--- src/rtl/cfgbr_pkg.sv ---
package cfgbr_pkg;

  localparam int NSLOT   = 8;
  localparam int DW_CMD  = 1;
  localparam int DW_CLS  = 2;
  localparam int DW_HDR  = 3;
  localparam int DW_BUS  = 6;
  localparam int DW_IOBL = 7;
  localparam int DW_MEM  = 8;
  localparam int DW_PREF = 9;
  localparam int DW_PBU  = 10;
  localparam int DW_PLU  = 11;
  localparam int DW_IOU  = 12;
  localparam int DW_CAPP = 13;
  localparam int DW_CTL  = 15;
  localparam int SBR_BIT = 22;

  typedef logic [NSLOT-1:0][31:0] slots_t;

  function automatic logic [31:0] be_expand(logic [3:0] be);
    logic [31:0] m;
    for (int b = 0; b < 4; b++) m[8*b +: 8] = {8{be[b]}};
    return m;
  endfunction

  function automatic logic [31:0] merge_write(logic [31:0] old, logic [31:0] wd,
                                              logic [3:0] be, logic [31:0] wmask);
    logic [31:0] sel;
    sel = be_expand(be) & wmask;
    return (old & ~sel) | (wd & sel);
  endfunction

  // true when the enabled bytes of a write touch routing state
  function automatic logic routing_hit(logic [31:0] dwx, logic [3:0] be);
    logic hit;
    case (dwx)
      32'(DW_CMD), 32'(DW_IOBL):                       hit = |be[1:0];
      32'(DW_MEM), 32'(DW_PREF), 32'(DW_PBU),
      32'(DW_PLU), 32'(DW_IOU):                        hit = |be;
      32'(DW_CTL):                                     hit = |be[3:2];
      default:                                         hit = 1'b0;
    endcase
    return hit;
  endfunction

endpackage

--- src/rtl/cfgbr_remap_detect.sv ---
module cfgbr_remap_detect
  import cfgbr_pkg::*;
#(
  parameter int ADDR_W = 6
) (
  input  logic              clk,
  input  logic              rst_n,
  input  logic              wr,
  input  logic [ADDR_W-1:0] dw,
  input  logic [3:0]        be,
  input  logic              fwd_off,
  output logic              remap_pulse
);

  logic remap_ev;
  assign remap_ev = (wr && routing_hit(32'(dw), be)) || fwd_off;

  always_ff @(posedge clk or negedge rst_n) begin
    if (!rst_n) remap_pulse <= 1'b0;
    else        remap_pulse <= remap_ev;
  end


  remap_has_cause_chk: assert property (@(posedge clk) disable iff (!rst_n)
    remap_pulse |-> $past(wr || fwd_off));


  remap_no_empty_be_chk: assert property (@(posedge clk) disable iff (!rst_n)
    (wr && be == 4'h0 && !fwd_off) |=> !remap_pulse);

endmodule

--- src/rtl/cfgbr_regs.sv ---
module cfgbr_regs
  import cfgbr_pkg::*;
#(
  parameter int          ADDR_W    = 6,
  parameter bit          IO_32     = 1'b1,
  parameter bit          PREF_64   = 1'b1,
  parameter logic [15:0] CTL_WMASK = 16'h0FFF
) (
  input  logic              clk,
  input  logic              rst_n,
  input  logic              wr,
  input  logic [ADDR_W-1:0] dw,
  input  logic [3:0]        be,
  input  logic [31:0]       wdata,
  input  logic              fwd_off,
  input  logic              slt_wen,
  output slots_t            slots,
  output logic              sbr_pulse
);

  logic [31:0] dwx;
  assign dwx = 32'(dw);

  function automatic int slot_dw(int s);
    case (s)
      0: return DW_BUS;
      1: return DW_IOBL;
      2: return DW_MEM;
      3: return DW_PREF;
      4: return DW_PBU;
      5: return DW_PLU;
      6: return DW_IOU;
      default: return DW_CTL;
    endcase
  endfunction

  function automatic logic [31:0] slot_wmask(int s, logic slt_on);
    case (s)
      0: return slt_on ? 32'hFFFF_FFFF : 32'h00FF_FFFF;
      1: return 32'h0000_F0F0;
      2, 3: return 32'hFFF0_FFF0;
      4, 5: return PREF_64 ? 32'hFFFF_FFFF : 32'h0;
      6: return IO_32 ? 32'hFFFF_FFFF : 32'h0;
      default: return {CTL_WMASK, 16'h0};
    endcase
  endfunction

  // base fields all ones, limit fields zero, upper halves cleared
  function automatic logic [31:0] empty_value(int s);
    case (s)
      1: return 32'h0000_00F0;
      2, 3: return 32'h0000_FFF0;
      default: return 32'h0;
    endcase
  endfunction

  for (genvar s = 0; s < NSLOT; s++) begin : g_slot
    localparam bit EMPTIED = (s >= 1) && (s <= 5);
    logic [31:0] q, nv;
    always_comb begin
      nv = q;
      if (wr && dwx == 32'(slot_dw(s)))
        nv = merge_write(q, wdata, be, slot_wmask(s, slt_wen));
      if (EMPTIED && fwd_off)
        nv = empty_value(s);
    end
    always_ff @(posedge clk or negedge rst_n) begin
      if (!rst_n) q <= '0;
      else        q <= nv;
    end
    assign slots[s] = q;
  end

  logic ctl_cur, ctl_nxt, sbr_ev;
  assign ctl_cur = slots[NSLOT-1][SBR_BIT];
  assign ctl_nxt = (wr && dwx == 32'(DW_CTL) && be[SBR_BIT/8] && CTL_WMASK[SBR_BIT-16])
                   ? wdata[SBR_BIT] : ctl_cur;
  assign sbr_ev  = !ctl_cur && ctl_nxt;

  always_ff @(posedge clk or negedge rst_n) begin
    if (!rst_n) sbr_pulse <= 1'b0;
    else        sbr_pulse <= sbr_ev;
  end


  sbr_on_rise_chk: assert property (@(posedge clk) disable iff (!rst_n)
    sbr_pulse |-> (slots[NSLOT-1][SBR_BIT] && !$past(slots[NSLOT-1][SBR_BIT])));


  fwd_empties_windows_chk: assert property (@(posedge clk) disable iff (!rst_n)
    fwd_off |=> ((slots[2][15:4] > slots[2][31:20]) &&
                 (slots[1][7:4] > slots[1][15:12]) &&
                 (slots[3][15:4] > slots[3][31:20])));


  empty_be_stable_chk: assert property (@(posedge clk) disable iff (!rst_n)
    (wr && be == 4'h0 && !fwd_off) |=> $stable(slots));

endmodule

--- src/rtl/cfgbr_rdmux.sv ---
module cfgbr_rdmux
  import cfgbr_pkg::*;
#(
  parameter int          ADDR_W  = 6,
  parameter bit          IO_32   = 1'b1,
  parameter bit          PREF_64 = 1'b1,
  parameter int          CAP_OFF = 64,
  parameter logic [15:0] SVID    = 16'hA5C3,
  parameter logic [15:0] SSID    = 16'h3C5A
) (
  input  logic              clk,
  input  logic              rst_n,
  input  logic [ADDR_W-1:0] dw,
  input  slots_t            slots,
  input  logic              slt_wen,
  input  logic              multi_func,
  output logic [31:0]       rdata
);

  localparam int          CAP_DW = CAP_OFF / 4;
  localparam logic [3:0]  IO_T   = IO_32 ? 4'h1 : 4'h0;
  localparam logic [31:0] PREF_T = PREF_64 ? 32'h0001_0001 : 32'h0;
  localparam logic [15:0] STAT   = 16'h0230;
  localparam logic [15:0] SSTAT  = 16'h0220;

  logic [31:0] dwx;
  assign dwx = 32'(dw);

  always_comb begin
    rdata = '0;
    case (dwx)
      32'(DW_CMD):  rdata = {STAT, 16'h0};
      32'(DW_CLS):  rdata = {24'h06_04_00, 8'h00};
      32'(DW_HDR):  rdata = {8'h00, multi_func, 7'h01, 16'h0};
      32'(DW_BUS):  rdata = slots[0] & (slt_wen ? 32'hFFFF_FFFF : 32'h00FF_FFFF);
      32'(DW_IOBL): rdata = slots[1] | {SSTAT, 4'h0, IO_T, 4'h0, IO_T};
      32'(DW_MEM):  rdata = slots[2];
      32'(DW_PREF): rdata = slots[3] | PREF_T;
      32'(DW_PBU):  rdata = slots[4];
      32'(DW_PLU):  rdata = slots[5];
      32'(DW_IOU):  rdata = slots[6];
      32'(DW_CAPP): rdata = {24'h0, 8'(CAP_OFF)};
      32'(DW_CTL):  rdata = slots[7];
      default:      rdata = '0;
    endcase
    if (dwx == 32'(CAP_DW))     rdata = 32'h0000_000D;
    if (dwx == 32'(CAP_DW + 1)) rdata = {SSID, SVID};
  end


  slt_hidden_chk: assert property (@(posedge clk) disable iff (!rst_n)
    (dwx == 32'(DW_BUS) && !slt_wen) |-> rdata[31:24] == 8'h00);

endmodule

--- src/rtl/cfgbr_bridge_cfg.sv ---
module cfgbr_bridge_cfg
  import cfgbr_pkg::*;
#(
  parameter int          ADDR_W    = 6,
  parameter bit          IO_32     = 1'b1,
  parameter bit          PREF_64   = 1'b1,
  parameter int          CAP_OFF   = 64,
  parameter logic [15:0] SVID      = 16'hA5C3,
  parameter logic [15:0] SSID      = 16'h3C5A,
  parameter logic [15:0] CTL_WMASK = 16'h0FFF
) (
  input  logic              clk,
  input  logic              rst_n,
  input  logic              cfg_wr,
  input  logic [ADDR_W-1:0] cfg_dw,
  input  logic [3:0]        cfg_be,
  input  logic [31:0]       cfg_wdata,
  output logic [31:0]       cfg_rdata,
  input  logic              fwd_off,
  input  logic              sec_express,
  input  logic              slt_override,
  input  logic              multi_func,
  output logic              remap_pulse,
  output logic              sbr_pulse
);

  slots_t slots;
  logic   slt_wen;
  assign slt_wen = !sec_express || slt_override;

  cfgbr_regs #(
    .ADDR_W(ADDR_W), .IO_32(IO_32), .PREF_64(PREF_64), .CTL_WMASK(CTL_WMASK)
  ) u_regs (
    .clk(clk), .rst_n(rst_n), .wr(cfg_wr), .dw(cfg_dw), .be(cfg_be),
    .wdata(cfg_wdata), .fwd_off(fwd_off), .slt_wen(slt_wen),
    .slots(slots), .sbr_pulse(sbr_pulse)
  );

  cfgbr_remap_detect #(.ADDR_W(ADDR_W)) u_remap (
    .clk(clk), .rst_n(rst_n), .wr(cfg_wr), .dw(cfg_dw), .be(cfg_be),
    .fwd_off(fwd_off), .remap_pulse(remap_pulse)
  );

  cfgbr_rdmux #(
    .ADDR_W(ADDR_W), .IO_32(IO_32), .PREF_64(PREF_64),
    .CAP_OFF(CAP_OFF), .SVID(SVID), .SSID(SSID)
  ) u_rd (
    .clk(clk), .rst_n(rst_n), .dw(cfg_dw), .slots(slots), .slt_wen(slt_wen),
    .multi_func(multi_func), .rdata(cfg_rdata)
  );


  hdr_type_bridge_chk: assert property (@(posedge clk) disable iff (!rst_n)
    (cfg_dw == ADDR_W'(DW_HDR)) |-> (cfg_rdata[22:16] == 7'h01 && cfg_rdata[23] == multi_func));

endmodule

--- config.mk ---
export PLATFORM = sky130hd
export DESIGN_NAME = cfgbr_bridge_cfg
export DESIGN_NICKNAME = d
export VERILOG_FILES = /design/src/rtl/cfgbr_pkg.sv /design/src/rtl/cfgbr_remap_detect.sv /design/src/rtl/cfgbr_regs.sv /design/src/rtl/cfgbr_rdmux.sv /design/src/rtl/cfgbr_bridge_cfg.sv
export SDC_FILE = /design/constraint.sdc
export NUM_CORES = 1
export LEC_CHECK = 0
export BUFFER_PORTS_ARGS = -buffer_cell sky130_fd_sc_hd__buf_2
export CAP_MARGIN = 10
export CELL_PAD_IN_SITES_DETAIL_PLACEMENT = 0
export CELL_PAD_IN_SITES_GLOBAL_PLACEMENT = 1
export CORE_ASPECT_RATIO = 1.5
export CORE_UTILIZATION = 25
export CTS_CLUSTER_SIZE = 20
export DETAILED_ROUTE_END_ITERATION = 8
export HOLD_SLACK_MARGIN = 0.06
export PLACE_DENSITY = 0.56
export SYNTH_ARGS = -nofsm -noshare
export SYNTH_HDL_FRONTEND = slang
export SYNTH_HIERARCHICAL = 1
export SYNTH_SLANG_ARGS = --single-unit
export TNS_END_PERCENT = 100
--- constraint.sdc ---
create_clock -name clk -period 4.4 [get_ports clk]
set_input_delay 0.44 -clock clk [delete_from_list [all_inputs] [get_ports clk]]
set_output_delay 0.44 -clock clk [all_outputs]
set_load 0.02 [all_outputs]
======== Yosys cells after proc, flatten, opt, wreduce, memory -nomap -nowiden ========
Index checks and enable logic that the tools add are counted.
operators by class
  equal/unequal tests ..................... 14
  multiplexer cells ....................... 24
  bitwise logic cells ..................... 41
  reduce and logical (&&, ||, !) cells .... 25
operators with widths
  operator                                       count
  bitwise AND 32 bit                             25
  2-to-1 mux 32 bit                              21
  case mux 32 bit (12 select lines)              1
  inverter 32 bit                                8
  OR 32 bit                                      8
  == test 6 x 4 -> 1 bit, second input constant  7
  == test 6 x 2 -> 1 bit, second input constant  2
  == test 6 x 3 -> 1 bit, second input constant  2
  == test 6 x 5 -> 1 bit, second input constant  2
  logical AND 1 bit                              11
  nonzero test 2 bit                             5
  == test 6 x 1 -> 1 bit, second input constant  1
  OR reduction 2 bit                             3
  OR reduction 5 bit                             1
  OR reduction 4 bit                             1
  case mux 1 bit (3 select lines)                1
  logical NOT 1 bit                              2
  logical OR 1 bit                               2
  2-to-1 mux 1 bit                               1
word-level totals
  bits in registers ....................... 258
  input bits .............................. 49
  word-level logic and storage cells ...... 114

======== Depth between registers and ports, before layout ========
  depth after elaboration ................. 9
  gate-level depth with buffers ........... 7
  gate-level depth less buffers ........... 4

======== Cells and area by module ========
Netlist, hierarchy kept.
by module, submodules not included
  module              instances  cells each  area an instance (um2)  sequential area each (um2)
  cfgbr_regs          1          729         8934.8                  4929.7
  cfgbr_rdmux         1          267         2117.0                  0.0
  cfgbr_remap_detect  1          14          93.8                    25.0
  cfgbr_bridge_cfg    1          1           6.3                     0.0

======== Worst setup path before layout ========
No wires, ideal clock.
  path type ............................... input-to-output
  from .................................... input port cfg_dw[0]
  to ...................................... output port cfg_rdata[21]
  arrival ................................. 1.730 ns
  required time ........................... 3.960 ns
  slack ................................... 2.230 ns
  stages .................................. 5
  path buffers ............................ 2
  cell sequence ........................... buf_6 -> buf_6 -> mux4_2 -> a222oi_1 -> o21ai_0
between the ends
  cells in the longest elaborated chain, start to end .. 4
  elaborated cells on any way between the ends .. 17
  classes of those cells .................. eq/ne (14); mux (3)
ends and longest elaborated chain
  what                                            line                    text
  start: declaration                              cfgbr_bridge_cfg.sv:15  input logic [ADDR_W-1:0] cfg_dw,
  == test 6 x 4 -> 1 bit (tied with other cells)  cfgbr_rdmux.sv:31       case (dwx)
  case mux 32 bit (12 select lines)               cfgbr_rdmux.sv:31
  2-to-1 mux 32 bit                               cfgbr_rdmux.sv:46       if (dwx == 32'(CAP_DW)) rdata = 32'h0000_000D;
  2-to-1 mux 32 bit *                             cfgbr_rdmux.sv:47       if (dwx == 32'(CAP_DW + 1)) rdata = {SSID, SVID};
  end: declaration                                cfgbr_bridge_cfg.sv:18  output logic [31:0] cfg_rdata,
Mark *: on every way between the ends. The rest lies on a longest branch, timed or not.

======== Final worst setup path ========
  from .................................... input port cfg_dw[0]
  to ...................................... output port cfg_rdata[26]
The elaborated chain is that of the path after synthesis.

==> run summary <==
For this run, design rule violations remaining after detail routing come to 0. The clock-pin transition on the worst setup and hold timing paths is 0.07 ns. Timing endpoint of the critical path: cfg_rdata[26].

For the core utilization of the finished layout, the log shows 0.285. The relative slew slack was 0.273. Most common library cell in the layout ignoring fill and taps: dfrtp_1. The most critical setup path has its startpoint at cfg_dw[0]. Setup total negative slack on the finished layout was measured at 0 ns. STA puts the critical path data arrival time at 2.78 ns. The floorplan die height came out at 260 µm.

The run gives 0.253 as the initial core utilization. The startpoint identified for the worst register-to-register timing path is u_regs/g_slot[7].q[22]. Setup repair after global routing left no endpoint under its margin. Worst hold-check path type: input pin to async pin. The total area inside the core boundary comes to 0.0439 mm².

Overall power consumption after layout is estimated at 3930 µW. For the weighted congestion at the end of routability-driven global placement, the log shows 0.729. In the layout the commonest cells are dfrtp_1 (198), mux2i_1 (98), nand2b_1 (89), buf_2 (80), mux2_2 (80). The tree built by TritonCTS fans out to 198 sinks.

The tools report the initial detailed-routing violation count as 589. The number of gates resized after cts was 0. The tools report the total clock buffers created by CTS as 17. The pre-antenna-repair detailed-routing pass consisted of 5 iterations. The clock passes through at most 2 buffers. Derived from the worst setup path, the maximum achievable clock frequency is 310 MHz. The initialized floorplan defines 94 standard-cell rows.

The total count of max-transition violations in the final report was 0. The remaining global-route overflow was 0; the number of cells after detailed placement was 1609. The flow ran to the end, and the final reports show no timing, DRC or antenna violations. The number of antenna violations at the first check in global routing is 3, and the worst stage delay on the critical path is 0.61 ns. The worst-case register-to-register setup slack is 3.30 ns. The number of hold buffers added after CTS came out at 0. The width of the die came out at 174 µm. Average wire per standard cell: 21.1 µm. The area added between synthesis and finish is 12.7%.

The time the final worst path needs with I/O delays and setup is 3.22 ns. The cell depth of the worst flop-to-flop path came out at 1. Placed standard-cell area: 0.0119 mm². TritonCTS built the clock tree. On the final layout, the worst clock skew is 0.00730 ns. The largest net degree at the start of global routing was 116. Later-pin clock latency in the skew report: 0.45 ns. The root buffer cell chosen for the clock tree is clkbuf_16. The final-report hold violation count was 0. The leakage power of the design was 0.00563 µW; the number of H-tree levels was 4.

The tools report the total wirelength of the detailed-routed design as 34600 µm. Data on the critical path is required at its endpoint by 3.96 ns. The number of I/O port buffers came out at 82. The first global-routing pass estimated 53300 µm of wire. After technology mapping, the gate count stands at 1005. Excluding fillers, the count of instances in the completed layout stands at 1641. The routed layout has 7894 vias. The run gives 8341 as the via count of the first global-routing pass.

The fraction of the cycle the final worst path needs came out at 0.733. Across the run, the number of max-cap violations was 0. The yosys synthesis warning count is 6.

The critical path is of the input pin to primary output type. For this design, the slowest cell found on the critical path is nor3_1. In this run the remaining antenna-violating nets after routing total 0.

The detailed placement HPWL was 23200 µm. The total global routing track utilization is 0.157. The cell that appears most often on the critical path is buf_2.

The number of ports placed on the die boundary is 83. The worst setup path is launched from an input pin. The transition time at the pin with the least slew margin works out to 1.09 ns. The tools report the capturing element type of the critical path as a primary output. The buffers inserted during post-CTS setup optimization came out at 0. In this run the critical register-to-register path is captured at u_regs/sbr_pulse. The fraction of final layout cells sized beyond drive strength 1 was 0.244.

In this run the worst path has a maximum fanout of 22. For the post-route cell area, the log shows 0.0125 mm². At the end of the flow, the number of nets in the layout was 1101. For the area enclosed by the die boundary, the log shows 0.0453 mm².

The via density per instance is 4.81, and the number of antenna diodes is 0. The mean post-synth cell area works out to 11.1 µm². After synthesis the cells add up to 0.0111 mm². Setup violations remaining at the end of the flow were counted as 0. Power density normalized to cell area: 314 mW/mm². Traced cell by cell, the critical path runs through buf_2 > buf_4 > nor3_1 > and4_1 > a22oi_1 > nand4b_1 > buf_2. The tools report the maximum vdd drop as 0.272 mV.
## where the power goes
group          leakage, µW  switching, µW  internal (µW)
Sequential         0.00259           31.2           1880
Combinational      0.00274            244            140
Clock             0.000294            731            911
## area by class of cell
cell class | count | area, µm²
Fill cell | 4570 | 31400
Multi-Input combinational cell | 726 | 5550
Sequential cell | 198 | 4950
Tap cell | 576 | 721
Timing Repair Buffer | 108 | 679
Clock buffer | 20 | 447
Clock inverter | 12 | 153
Inverter | 1 | 3.75
## critical path: cells and delay by family
family                 cells  cell delay, ns
AND/OR/NAND/NOR            3            1.37
buffers and inverters      3            0.74
AO/OA/AOI/OAI              1            0.22
## flip-flops by register name, summed over array words and instances, names as in the netlist
register,count
u_regs/g_slot.q,196
u_regs/sbr_pulse,1
u_remap/remap_pulse,1
## layer usage
metal,part of all wire,GRT usage,up-vias
met3,0.035,0.0281,50
li1,-,-,3646
met5,0.00098,0,-
met1,0.41,0.185,4018
met4,0.031,0.0624,4
met2,0.52,0.281,176
## how the worst min path moves through the flow
stage / end / slack [ns]
after global placement: u_regs/g_slot[0].q[4] / 0.47
after detailed placement: u_regs/g_slot[0].q[4] / 0.49
after CTS: u_regs/g_slot[7].q[18] / 0.09
final: u_regs/g_slot[7].q[18] / 0.03
after global routing: u_regs/g_slot[7].q[18] / 0.1
after floorplan: u_regs/g_slot[0].q[0] / 0.14
## through the flow
stage,hold slack (ns),setup slack [ns]
6_report,0.0267,1.18
4_1_cts,0.0897,1.15
5_1_grt,0.100,1.12
2_1_floorplan,0.144,2.23
3_3_place_gp,0.475,1.12
3_5_place_dp,0.486,1.15
Power figures use the tool's default switching activity.
